===== src/rtl/cfg_seq_pkg.sv =====
package cfg_seq_pkg;
  typedef enum logic [3:0] {
    ST_POR,
    ST_CLEAR,
    ST_WAIT_INIT,
    ST_SAMPLE,
    ST_START,
    ST_LOAD,
    ST_SU_DONE,
    ST_SU_IO,
    ST_SU_GSR,
    ST_USER,
    ST_ERROR
  } cfg_state_e;
endpackage


===== src/rtl/cfg_sync.sv =====
module cfg_sync #(
  parameter int          W       = 1,
  parameter int          STAGES  = 2,
  parameter logic [W-1:0] RST_VAL = '0
) (
  input  logic         clk,
  input  logic         rst_n,
  input  logic [W-1:0] d,
  output logic [W-1:0] q
);
  logic [W-1:0] pipe [STAGES];

  for (genvar s = 0; s < STAGES; s++) begin : g_stage
    if (s == 0) begin : g_first
      always_ff @(posedge clk or negedge rst_n) begin
        if (!rst_n) pipe[s] <= RST_VAL;
        else        pipe[s] <= d;
      end
    end else begin : g_rest
      always_ff @(posedge clk or negedge rst_n) begin
        if (!rst_n) pipe[s] <= RST_VAL;
        else        pipe[s] <= pipe[s-1];
      end
    end
  end

  assign q = pipe[STAGES-1];
endmodule


===== src/rtl/cfg_clear_timer.sv =====
module cfg_clear_timer #(
  parameter int CYCLES = 256
) (
  input  logic clk,
  input  logic rst_n,
  input  logic restart,
  input  logic run,
  output logic expired
);
  localparam int CW = (CYCLES > 2) ? $clog2(CYCLES) : 1;

  logic [CW-1:0] cnt_q;
  logic          cnt_en;

  assign expired = (cnt_q == CW'(CYCLES - 1));
  assign cnt_en  = restart | (run & ~expired);

  always_ff @(posedge clk or negedge rst_n) begin
    if (!rst_n) begin
      cnt_q <= '0;
    end else if (cnt_en) begin
      cnt_q <= restart ? '0 : cnt_q + 1'b1;
    end
  end
endmodule


===== src/rtl/cfg_seq_fsm.sv =====
module cfg_seq_fsm
  import cfg_seq_pkg::*;
#(
  parameter int MODE_W = 3
) (
  input  logic              clk,
  input  logic              rst_n,
  input  logic              supplies_ok,
  input  logic              prog_s,
  input  logic              init_s,
  input  logic              clr_expired,
  input  logic              ldr_complete,
  input  logic              ldr_crc_ok,
  input  logic [MODE_W-1:0] mode_pins,
  output logic              clr_restart,
  output logic              clr_run,
  output logic              init_low,
  output logic              done_out,
  output logic              io_enable,
  output logic              gsr_release,
  output logic              ldr_start,
  output logic [MODE_W-1:0] ldr_mode
);
  cfg_state_e        state_q, state_d;
  logic              prog_prev_q;
  logic              prog_fall;
  logic [MODE_W-1:0] mode_q;
  logic              mode_en;

  assign prog_fall = prog_prev_q & ~prog_s;

  always_comb begin
    state_d = state_q;
    unique case (state_q)
      ST_POR:       if (supplies_ok)            state_d = ST_CLEAR;
      ST_CLEAR:     if (clr_expired && prog_s)  state_d = ST_WAIT_INIT;
      ST_WAIT_INIT: if (init_s)                 state_d = ST_SAMPLE;
      ST_SAMPLE:                                state_d = ST_START;
      ST_START:                                 state_d = ST_LOAD;
      ST_LOAD:      if (ldr_complete)           state_d = ldr_crc_ok ? ST_SU_DONE : ST_ERROR;
      ST_SU_DONE:                               state_d = ST_SU_IO;
      ST_SU_IO:                                 state_d = ST_SU_GSR;
      ST_SU_GSR:                                state_d = ST_USER;
      ST_USER:      if (prog_fall)              state_d = ST_CLEAR;
      ST_ERROR:     if (prog_fall)              state_d = ST_CLEAR;
      default:                                  state_d = ST_POR;
    endcase
  end

  always_ff @(posedge clk or negedge rst_n) begin
    if (!rst_n) begin
      state_q     <= ST_POR;
      prog_prev_q <= 1'b1;
    end else begin
      state_q     <= state_d;
      prog_prev_q <= prog_s;
    end
  end

  assign mode_en = (state_q == ST_SAMPLE);

  always_ff @(posedge clk or negedge rst_n) begin
    if (!rst_n) begin
      mode_q <= '0;
    end else if (mode_en) begin
      mode_q <= mode_pins;
    end
  end

  assign clr_restart = (state_d == ST_CLEAR) && (state_q != ST_CLEAR);
  assign clr_run     = (state_q == ST_CLEAR);
  assign init_low    = (state_q == ST_POR) || (state_q == ST_CLEAR) || (state_q == ST_ERROR);
  assign done_out    = (state_q == ST_SU_DONE) || (state_q == ST_SU_IO) ||
                       (state_q == ST_SU_GSR)  || (state_q == ST_USER);
  assign io_enable   = (state_q == ST_SU_IO) || (state_q == ST_SU_GSR) || (state_q == ST_USER);
  assign gsr_release = (state_q == ST_SU_GSR) || (state_q == ST_USER);
  assign ldr_start   = (state_q == ST_START);
  assign ldr_mode    = mode_q;
endmodule


===== src/rtl/cfg_seq_top.sv =====
module cfg_seq_top #(
  parameter int CLEAR_CYCLES = 256,
  parameter int MODE_W       = 3,
  parameter int SYNC_STAGES  = 2
) (
  input  logic              clk,
  input  logic              rst_n,
  input  logic              vcco_ok,
  input  logic              vccint_ok,
  input  logic              prog_n,
  input  logic              init_n_sense,
  input  logic [MODE_W-1:0] mode_pins,
  input  logic              ldr_complete,
  input  logic              ldr_crc_ok,
  output logic              init_low,
  output logic              done_out,
  output logic              io_enable,
  output logic              gsr_release,
  output logic              ldr_start,
  output logic [MODE_W-1:0] ldr_mode
);
  localparam int           N_ASYNC  = 4;
  localparam logic [N_ASYNC-1:0] ASYNC_RST = 4'b0011;

  logic [1:0]         rst_pipe_q;
  logic               rst_int_n;
  logic [N_ASYNC-1:0] async_raw;
  logic [N_ASYNC-1:0] async_s;
  logic               clr_restart;
  logic               clr_run;
  logic               clr_expired;

  always_ff @(posedge clk or negedge rst_n) begin
    if (!rst_n) rst_pipe_q <= 2'b00;
    else        rst_pipe_q <= {rst_pipe_q[0], 1'b1};
  end
  assign rst_int_n = rst_pipe_q[1];

  assign async_raw = {vccint_ok, vcco_ok, init_n_sense, prog_n};

  cfg_sync #(
    .W       (N_ASYNC),
    .STAGES  (SYNC_STAGES),
    .RST_VAL (ASYNC_RST)
  ) u_sync (
    .clk   (clk),
    .rst_n (rst_int_n),
    .d     (async_raw),
    .q     (async_s)
  );

  cfg_clear_timer #(
    .CYCLES (CLEAR_CYCLES)
  ) u_timer (
    .clk     (clk),
    .rst_n   (rst_int_n),
    .restart (clr_restart),
    .run     (clr_run),
    .expired (clr_expired)
  );

  cfg_seq_fsm #(
    .MODE_W (MODE_W)
  ) u_fsm (
    .clk          (clk),
    .rst_n        (rst_int_n),
    .supplies_ok  (async_s[3] & async_s[2]),
    .prog_s       (async_s[0]),
    .init_s       (async_s[1]),
    .clr_expired  (clr_expired),
    .ldr_complete (ldr_complete),
    .ldr_crc_ok   (ldr_crc_ok),
    .mode_pins    (mode_pins),
    .clr_restart  (clr_restart),
    .clr_run      (clr_run),
    .init_low     (init_low),
    .done_out     (done_out),
    .io_enable    (io_enable),
    .gsr_release  (gsr_release),
    .ldr_start    (ldr_start),
    .ldr_mode     (ldr_mode)
  );
endmodule


===== config.mk =====
export PLATFORM = sky130hd
export DESIGN_NAME = cfg_seq_top
export DESIGN_NICKNAME = d
export VERILOG_FILES = /design/src/rtl/cfg_seq_pkg.sv /design/src/rtl/cfg_sync.sv /design/src/rtl/cfg_clear_timer.sv /design/src/rtl/cfg_seq_fsm.sv /design/src/rtl/cfg_seq_top.sv
export SDC_FILE = /design/constraint.sdc
export NUM_CORES = 1
export LEC_CHECK = 0
export ABC_AREA = 1
export BUFFER_PORTS_ARGS = -buffer_cell sky130_fd_sc_hd__buf_2
export CORE_ASPECT_RATIO = 1.2
export CORE_UTILIZATION = 48
export DETAILED_ROUTE_END_ITERATION = 8
export GPL_TIMING_DRIVEN = 0
export MAX_ROUTING_LAYER = met4
export PLACE_DENSITY = 0.69
export SLEW_MARGIN = 10
export SYNTH_ARGS = -nofsm -noshare
export SYNTH_HDL_FRONTEND = slang
export SYNTH_HIERARCHICAL = 1
export SYNTH_SLANG_ARGS = --single-unit
export TNS_END_PERCENT = 10

===== constraint.sdc =====
create_clock -name clk -period 1.3 [get_ports clk]
set_input_delay 0.195 -clock clk [delete_from_list [all_inputs] [get_ports clk]]
set_output_delay 0.195 -clock clk [all_outputs]
set_load 0.02 [all_outputs]

==> results_dict.tcl, run 1 <==
set metrics [dict create \
    synth_top_area_share_pct 38.7 \
    drv_slew 0 \
    netlist_area_um2 1360 \
    gr-total-overflow 0 \
    setup_tns_ns -6.62 \
    cts.htree.levels 1 \
    io_buffers 18 \
    setup-violations-final 15 \
    yosysSeqAreaShare_pct 48.4 \
    synth_top_area_cell "dfrtp_1" \
    drt_iter0_markers 38 \
    status "complete, but fails checks" \
    clk_path_buf_depth 2 \
    vias 1228 \
    max-vdd-ir-drop_mv 1.04 \
    drc 0 \
    placement.cell_area_um2 1500 \
    p_clk_share_pct 24.8 \
    final_nets 230 \
    timing.hold.ws_ns 0.100 \
    io_pins 19 \
    grt_antenna_before_repair 0 \
    seqPwrFrac_pct 46.3 \
    first_pass_iters 4 \
    grt_max_degree 25 \
    ys_types 26 \
    fin_crit_ns 1.97 \
    cts_root_buffer "clkbuf_4" \
    start_kind "flop" \
    power_density_nw_per_um2 1230 \
    grt_pass1_wl_um 4910 \
    synth_seq_cells 26 \
    rows 20 \
    dieHeight_um 60.3 \
    routed_wl_um 3070 \
    post_route_cells_drive_above_1_share_pct 40.1 \
    yosys_warnings 6 \
    worst_slack_ns -0.667 \
    clk_pin_slew_ns 0.14 \
    clock.fmax_ghz 0.508 \
    synth_common_cells "47 x nand2_1, 28 x nor2_1, 21 x dfrtp_1, 20 x inv_1, 13 x nand3_1" \
    syn_to_final_growth_pct 31.3 \
    cp_max_fo 5 \
    synth_ff_type "dfrtp_1" \
    wire_per_inst_um 12.3 \
    combPwrFrac_pct 28.9 \
    final_area_um2 1780 \
    synth_edf_count 0 \
    rsz0062_at_grt "true" \
    path_class "flop to flop" \
    cap_violations 0 \
    skew_ns 0.00528 \
    dpl.hpwl_um 1980 \
    die_area_um2 3050 \
    slew_headroom_pct 38.3 \
    syn_avg_cell_area_um2 7.71 \
    synth.most_common_cell "nand2_1" \
    worstSkewPairLatency_ns 0.32 \
    clock_sinks 26 \
    cts_tree "done" \
    routed_via_density 4.91 \
    arrival_ns 2.19 \
    finalWeightedCongestion 0.880 \
    synth_area_leaders "dfrtp_1 39%, nand2_1 13%, dfstp_2 9.7%" \
    grt_usage_pct 22.5 \
    async_flop_share_pct 100 \
    core_area_um2 2600 \
    power_mw 2.19 \
    endpoint_kind "flop" \
    die_w_um 50.5 \
    syn-instance-count 176 \
    start_util_pct 52.2 \
    tightest_slew_ns 0.925 \
    violations "setup timing" \
    hold_viol_final 0 \
    p_int_mw 1.51 \
    place_ws_ns -0.883 \
    synth_nets 188 \
    cts_made_buffers 3 \
    required_ns 1.53 \
    p_sw_share_pct 31.1 \
    final.period_utilization_pct 151 \
    power.switching_mw 0.681 \
    grt_pass1_vias 1233 \
    diodes 0 \
    antenna_left 0 \
    hold_class "input pin to flop" \
    p_leak_nw 0.957 \
]
==> power by group through the flow <==
stage	combinational, mW	sequential [mW]	clock [mW]
3_3_place_gp	0.384	1.02	0
5_1_grt	0.709	1.03	0.595
3_5_place_dp	0.400	1.03	0
6_report	0.634	1.02	0.544
4_1_cts	0.550	1.01	0.563
2_1_floorplan	0.309	1.01	0
==> final timing paths <==
check / from / endpoint / slack (ns) / depth (start not counted)
setup / recovery: u_timer/cnt_q[1] / u_timer/cnt_q[3] / -0.67 / 16
hold / removal: mode_pins[2] / u_fsm/ldr_mode[2] / 0.10 / 2
min in group asynchronous: rst_n / rst_pipe_q[0] / 0.17 / 2
max in group asynchronous: rst_pipe_q[1] / u_fsm/state_q[1] / 0.29 / 0
setup reg to reg: u_timer/cnt_q[1] / u_timer/cnt_q[3] / -0.67 / 16
hold reg to reg: u_sync/pipe[6] / u_sync/q[2] / 0.36 / 0
==> routing by layer <==
layer  global-route usage, %  wire length (um)  vias up
li1                        -                 -      617
met1                    22.8              1210      585
met2                    42.3              1750       22
met3                    3.31                75        4
met4                    10.7                36        0
met5                       -                 0        -
==> stage by stage <==
stage          utilization (%)  std cells
3_3_place_gp              57.5        227
3_5_place_dp              57.5        227
4_1_cts                   66.2        247
6_report                  68.5        250
2_1_floorplan                -        176
5_1_grt                   68.5        250
==> layout make-up <==
class	instances	area, um^2
multi-input combinational	120	641
fill	209	820
sequential	26	661
buffer	4	30.0
inverter	26	105
tap	33	41.3
clock inverter	1	30.0
timing repair buffer	37	253
clock buffer	3	22.5
==> worst max-delay path, cell delays in order (launching register included) <==
cell	delay (ns)
dfrtp_1	0.42
ha_2	0.22
nand2_4	0.08
nor2_4	0.04
nand2_2	0.06
inv_2	0.04
nand2_2	0.06
nand3b_1	0.10
nand2_1	0.06
nor2_2	0.14
nand3_2	0.11
nor2_4	0.15
inv_4	0.07
nand2_4	0.10
clkinv_4	0.09
nand2_2	0.07
nand2_1	0.05
==> repair_timing <==
item,4_1_cts,5_1_grt
gates cloned,0,0
setup endpoints to repair,15,17
buffers inserted,11,3
gates resized for setup,17,11
hold buffers,5,0
endpoints found under the hold margin,6,0
pin swaps,6,11
==> registers in the layout, summed over array words and instances (netlist names) <==
name / cells
u_fsm/prog_prev_q: 1
u_sync/q: 4
u_sync/pipe: 4
u_fsm/state_q: 4
u_fsm/ldr_mode: 3
rst_pipe_q: 2
u_timer/cnt_q: 8
==> cells in the final DEF (no fill, tap or decap) <==
master / count
conb_1: 1
nor3_1: 1
mux2_2: 3
nor3_2: 1
o21bai_1: 1
dlygate4sd3_1: 5
clkinv_1: 1
o21ai_1: 2
inv_2: 4
inv_4: 1
buf_2: 15
nand3_1: 11
nand3b_1: 1
nor2_2: 5
dfstp_2: 5
buf_4: 21
a21oi_1: 1
clkinv_4: 1
nor2_4: 3
dfrtp_2: 3
bufinv_16: 1
or2_1: 1
nand3_2: 2
o21ai_2: 1
ha_2: 1
o21ai_0: 3
nand2_1: 38
nand2_2: 14
xor2_1: 1
dfrtp_1: 18
nand2_4: 2
nor2_1: 24
a21oi_2: 1
inv_1: 19
nand4_1: 2
clkbuf_4: 3
==> kinds of logic after synthesis <==
family | count (synthesis) | synth area share (%)
simple gates | 105 | 34.0
buf+inv | 30 | 9.77
xor+xnor | 1 | 0.645
other cells | 1 | 0.276
compound gates | 9 | 3.50
flops | 26 | 48.4
fa+ha+maj | 1 | 0.922
mux | 3 | 2.49
(Power assumes the default switching activity.)
==> run 2: changes to the inputs <==
--- a/config.mk
+++ b/config.mk
@@ -13,9 +13,9 @@
 export GPL_TIMING_DRIVEN = 0
 export MAX_ROUTING_LAYER = met4
 export PLACE_DENSITY = 0.69
+export SETUP_SLACK_MARGIN = 0.2
 export SLEW_MARGIN = 10
 export SYNTH_ARGS = -nofsm -noshare
 export SYNTH_HDL_FRONTEND = slang
-export SYNTH_HIERARCHICAL = 1
 export SYNTH_SLANG_ARGS = --single-unit
 export TNS_END_PERCENT = 10
==> constraint.sdc (replaced) <==
create_clock -name clk -period 1.3 [get_ports clk]
set_input_delay 0.39 -clock clk [delete_from_list [all_inputs] [get_ports clk]]
set_output_delay 0.39 -clock clk [all_outputs]
set_load 0.02 [all_outputs]
==> run 2 against run 1 <==
  * The flow still finishes with violations (setup timing)
  * Clock skew down 0.0023 ns
  * Largest power group is now combinational logic
  * Largest cell class unchanged
  * Clock power increased by 1%
  * Sequential power increased by 16%
  * Die area down 7.3%
  * Fmax up 14%
  * Clock-buffer cell count unchanged
  * Sequential share of layout area up 2.2 points
==> results_dict.tcl, run 2 <==
set metrics [dict create \
    routed_via_density 4.81 \
    cts_tree "done" \
    required_ns 0.91 \
    setup-violations-final 17 \
    fin_crit_ns 1.73 \
    async_flop_share_pct 100 \
    grt_usage_pct 21.2 \
    clk_pin_slew_ns 0.14 \
    finalWeightedCongestion 0.838 \
    yosys_warnings 0 \
    die_area_um2 2820 \
    drc 0 \
    io_buffers 18 \
    die_w_um 48.7 \
    clock.fmax_ghz 0.579 \
    first_pass_iters 4 \
    cp_max_fo 5 \
    worst_path_largest_cell_delay_ns 0.46 \
    diodes 0 \
    cts_root_buffer "clkbuf_4" \
    cpMostUsedCell "nor2_4" \
    syn-instance-count 156 \
    core_area_um2 2380 \
    antenna_left 0 \
    post_route_cells_drive_above_1_share_pct 38.2 \
    netlist_area_um2 1250 \
    cp_top_family "flip-flops" \
    synth_seq_cells 26 \
    endpoint_kind "output port" \
    vias 1067 \
    dieHeight_um 58.0 \
    worst-path-buf-inv 2 \
    violations "setup timing" \
    power_density_nw_per_um2 2350 \
    gr-total-overflow 0 \
    synth_nets 168 \
    synth_ff_type "dfrtp_1" \
    skew_ns 0.00302 \
    start_kind "flop" \
    status "complete, but fails checks" \
    synth_common_cells "39 x nand2_1, 37 x nor2_1, 23 x inv_1, 21 x dfrtp_1, 7 x nand3_1" \
    ys_types 22 \
    arrival_ns 1.34 \
    clk_path_buf_depth 2 \
    synth_top_area_share_pct 41.9 \
    setup_tns_ns -4.62 \
    worst_slack_ns -0.426 \
    cap_violations 0 \
    max-vdd-ir-drop_mv 1.52 \
    p_leak_nw 0.867 \
    slowest_stage "dfrtp_1" \
    power_mw 3.95 \
    syn_to_final_growth_pct 34.0 \
    hold_viol_final 0 \
    largest_reg_flops 8 \
    clock_sinks 26 \
    tightest_slew_ns 0.894 \
    drv_slew 0 \
    rsz0062_at_grt "true" \
    fillCellCount 183 \
    slew_headroom_pct 40.4 \
    final.period_utilization_pct 133 \
    syn_avg_cell_area_um2 8.04 \
    routed_wl_um 2490 \
    yosysSeqAreaShare_pct 52.3 \
    synth_edf_count 0 \
    start_util_pct 52.8 \
    wire_per_inst_um 11.2 \
    cts_made_buffers 3 \
    cts.htree.levels 1 \
    hold_class "input pin to flop" \
    drt_iter0_markers 19 \
    layout.cells.most_common "nand2_1" \
    grt_pass1_wl_um 4420 \
    worstSkewPairLatency_ns 0.32 \
    dpl.hpwl_um 1780 \
    grt_pass1_vias 1066 \
    path_class "flop to output port" \
    grt_max_degree 25 \
    rows 19 \
    top_register "u_timer.cnt_q" \
    final_cell_mix "34 x nand2_1, 30 x nor2_1, 18 x inv_1, 18 x dfrtp_1, 13 x buf_4" \
    synth_area_leaders "dfrtp_1 42%, nand2_1 12%, nor2_1 11%" \
    synth_top_area_cell "dfrtp_1" \
    final_nets 204 \
    io_pins 19 \
    crit_chain "inv_2 -> nand2_4 -> nor2_4 -> nor2_4 -> o21ai_2 -> buf_6" \
    synth.most_common_cell "nand2_1" \
    grt_antenna_before_repair 0 \
]
run 2: cells by family (layout without fill, tap and decap cells):
group	after synthesis	after routing	synth area share (%)
AOI/OAI and AO/OA	5	5	2.49
xor gates and xnor gates	4	4	2.79
adders and majority gates	1	1	0.997
buffers and inverters	24	59	7.18
DFF	26	26	52.3
muxes	3	3	2.69
other	1	1	0.299
and+or+nand+nor	92	92	31.2
run 2: what timing repair did:
item | CTS | global route
pin swaps | 9 | 7
endpoints found under the setup margin | 24 | 42
gates resized for setup | 25 | 7
setup buffers | 11 | 1
hold buffers | 1 | 0
hold endpoints to repair | 2 | 0
run 2: report_power, final:
part	internal (mW)	switching (mW)	leakage (nW)
clock network	0.312	0.240	0.0279
logic	0.944	1.27	0.526
registers	1.00	0.176	0.313
total	2.26	1.69	0.867
run 2: final timing paths:
path / start / end / slack [ns] / depth (start not counted)
min in group asynchronous: rst_n / rst_pipe_q[1] / 0.36 / 2
worst max-delay path: u_fsm.state_q[2] / io_enable / -0.43 / 6
max in group asynchronous: rst_pipe_q[1] / u_fsm.state_q[1] / 0.32 / 0
worst min register to register: u_sync.pipe[7] / u_sync.q[3] / 0.36 / 0
worst max register to register: u_fsm.state_q[3] / u_timer.cnt_q[0] / -0.32 / 9
worst min-delay path: init_n_sense / u_sync.pipe[5] / 0.15 / 1
run 2: final cells by class:
type | count | area [um^2] | share of cell area [%]
inverter | 24 | 92.6 | 5.51
tap | 31 | 38.8 | 2.31
timing repair buffer | 31 | 230 | 13.7
clock inverter | 1 | 30.0 | 1.79
multi-input combinational | 106 | 607 | 36.1
sequential | 26 | 661 | 39.3
clock buffer | 3 | 22.5 | 1.34
run 2: metrics by stage:
step                setup slack, ns  hold WS (ns)  area [um^2]  instances  util, %
CTS                          -0.429         0.133         1650        221     69.4
global placement             -0.264         0.173         1430        205     60.1
finish                       -0.426         0.146         1680        222     70.7
floorplan                   -0.0493        0.0944         1300        156        -
global route                 -0.494         0.118         1680        222     70.7
detailed placement           -0.358         0.179         1430        205     60.1
run 2: metal layers:
metal | part of all wire [%] | GRT usage (%)
met4 | 1.9 | 11.3
met1 | 39 | 22.5
met2 | 57 | 38.9
met3 | 1.9 | 1.84
met5 | 0 | -
==> run 3: changes to the inputs <==
==> constraint.sdc (replaced) <==
create_clock -name clk -period 1.3 [get_ports clk]
set_input_delay 0.39 -clock clk [delete_from_list [all_inputs] [get_ports clk]]
set_output_delay 0.39 -clock clk [all_outputs]
set_load 0.005 [all_outputs]
==> run 3 against run 2 <==
  * The run still ends with setup timing left
  * Sequential power about the same
  * Sequential share of layout area down 0.059 points
  * Final cell count up 0.45%
  * Largest power group unchanged
  * Wire length up 11%
  * Via count up 1.4%
  * Hold slack about the same
  * Register-to-register slack worse by 0.04 ns
  * First-iteration DRC count down 26%
  * Critical path depth unchanged
  * Highest routed layer unchanged
  * Die area unchanged
  * Largest cell class unchanged
==> results_dict.tcl, run 3 (synthesis gave the netlist of run 2 again) <==
set metrics [dict create \
    grt_max_degree 25 \
    diodes 0 \
    grt_usage_pct 21.9 \
    start_kind "flop" \
    dieHeight_um 58.0 \
    cts.htree.levels 1 \
    status "complete, but fails checks" \
    rows 19 \
    worst_path_largest_cell_delay_ns 0.45 \
    cts_root_buffer "clkbuf_4" \
    slew_headroom_pct 37.7 \
    holdPathEnd "u_sync.pipe[4]" \
    final_area_um2 1680 \
    worst-path-buf-inv 2 \
    final_nets 205 \
    drt_iter0_markers 14 \
    setup-violations-final 16 \
    drc 0 \
    r2r_cells 11 \
    worstSkewPairLatency_ns 0.32 \
    place_ws_ns -0.266 \
    clk_path_buf_depth 2 \
    hold_start "prog_n" \
    multi_input_area_um2 631 \
    power_density_nw_per_um2 2230 \
    crit_chain "inv_2 -> nand2_4 -> nor2_2 -> nor2_2 -> o21ai_1 -> buf_2" \
    path_class "flop to output port" \
    clk_pin_slew_ns 0.13 \
    seq_area_um2 661 \
    endpoint_kind "output port" \
    timing.rr.end "u_timer.cnt_q[0]" \
    final.period_utilization_pct 132 \
    fillCellCount 183 \
    final_cell_mix "33 x nand2_1, 25 x nor2_1, 18 x buf_2, 18 x dfrtp_1, 17 x inv_1" \
    skew_ns 0.00257 \
    final_cells 223 \
    core_area_um2 2380 \
    hold_class "input pin to flop" \
    placement.cell_area_um2 1400 \
    rsz0062_at_grt "true" \
    cap_violations 0 \
    dp_cells 205 \
    min_path_cells 1 \
    cpMostUsedCell "nor2_2" \
    grt_pass1_vias 1078 \
    grt_pass1_wl_um 4510 \
    routed_wl_um 2760 \
    max-vdd-ir-drop_mv 1.54 \
    p_leak_nw 0.858 \
    cts_made_buffers 3 \
    post_route_cells_drive_above_1_share_pct 42.7 \
    layout.cells.most_common "nand2_1" \
    io_buffers 18 \
    start_util_pct 52.8 \
    fin_crit_ns 1.71 \
    worst_slack_ns -0.413 \
    wire_per_inst_um 12.4 \
    clock_sinks 26 \
    slowest_stage "dfrtp_1" \
    clock.fmax_ghz 0.584 \
    syn_to_final_growth_pct 34.2 \
    hold_viol_final 0 \
    first_pass_iters 4 \
    grt_antenna_before_repair 0 \
    tightest_slew_ns 0.934 \
    cp_top_family "flip-flops" \
    dpl.hpwl_um 1710 \
    setup_tns_ns -4.65 \
    drv_slew 0 \
    die_area_um2 2820 \
    gr-total-overflow 0 \
    antenna_left 0 \
    top_register "u_timer.cnt_q" \
    cts_tree "done" \
    io_pins 19 \
    reg2reg_slack_ns -0.36 \
    routed_via_density 4.85 \
    cp_max_fo 3 \
    die_w_um 48.7 \
    arrival_ns 1.32 \
    finalWeightedCongestion 0.877 \
    required_ns 0.91 \
    vias 1082 \
    violations "setup timing" \
    r2r_start "u_fsm.state_q[3]" \
    largest_reg_flops 8 \
]
run 3: cell types whose count changed in the layout (fill, tap and decap cells not counted), sizes merged:
cell | before | now
buf | 30 | 31
run 3: worst max path at each step:
stage                     depth (start not counted)                to             start  slack [ns]
after floorplan                                   8  u_timer.cnt_q[0]  u_fsm.state_q[0]       -0.03
after global placement                            9  u_timer.cnt_q[0]  u_fsm.state_q[0]       -0.21
after detailed placement                          9  u_timer.cnt_q[7]  u_fsm.state_q[1]       -0.27
after CTS                                         6         io_enable  u_fsm.state_q[2]       -0.41
after global routing                             11  u_timer.cnt_q[3]  u_fsm.state_q[3]       -0.50
final                                             6         io_enable  u_fsm.state_q[3]       -0.41
run 3: routing by layer:
metal | vias to the layer above | part of all wire (%) | track usage, %
met5 | - | 0 | -
met4 | 0 | 2.1 | 10.9
met3 | 7 | 2.1 | 1.57
met2 | 18 | 58 | 41.3
met1 | 513 | 38 | 22.9
li1 | 544 | - | -
run 3: power breakdown:
group / internal, mW / switching [mW] / total (mW)
clock network: 0.312 / 0.238 / 0.550
logic: 0.848 / 1.18 / 2.03
registers: 1.00 / 0.170 / 1.17
total: 2.16 / 1.59 / 3.75
run 3: what timing repair did:
item                                    in CTS  in global routing
pin swaps                                   13                  5
hold buffers                                 1                  0
buffers inserted                            10                  3
gates resized for setup                     22                 20
endpoints found under the setup margin      23                 42
hold endpoints to repair                     2                  0
run 3: through the flow:
step	power, mW	hold slack (ns)	util [%]
after floorplan	2.28	0.0944	-
after global placement	2.61	0.173	59.1
after global routing	4.02	0.116	70.8
after CTS	3.52	0.133	67.6
final	3.75	0.146	70.8
after detailed placement	2.65	0.177	59.1
run 3: final cells by class:
| type | count | share of cell area (%) |
|---|---|---|
| clock buffers | 3 | 1.34 |
| clock inverters | 1 | 1.78 |
| inverters | 24 | 5.50 |
| multi-input cells | 106 | 37.4 |
| flip-flops and latches | 26 | 39.2 |
| well taps | 31 | 2.30 |
| repair buffers | 32 | 12.4 |
run 3: worst register-to-register path: cells and delay by family, from the launching register on:
kind | cells | cell delay [ns]
simple gates | 8 | 0.81
buf+inv | 3 | 0.30
flops | 1 | 0.45
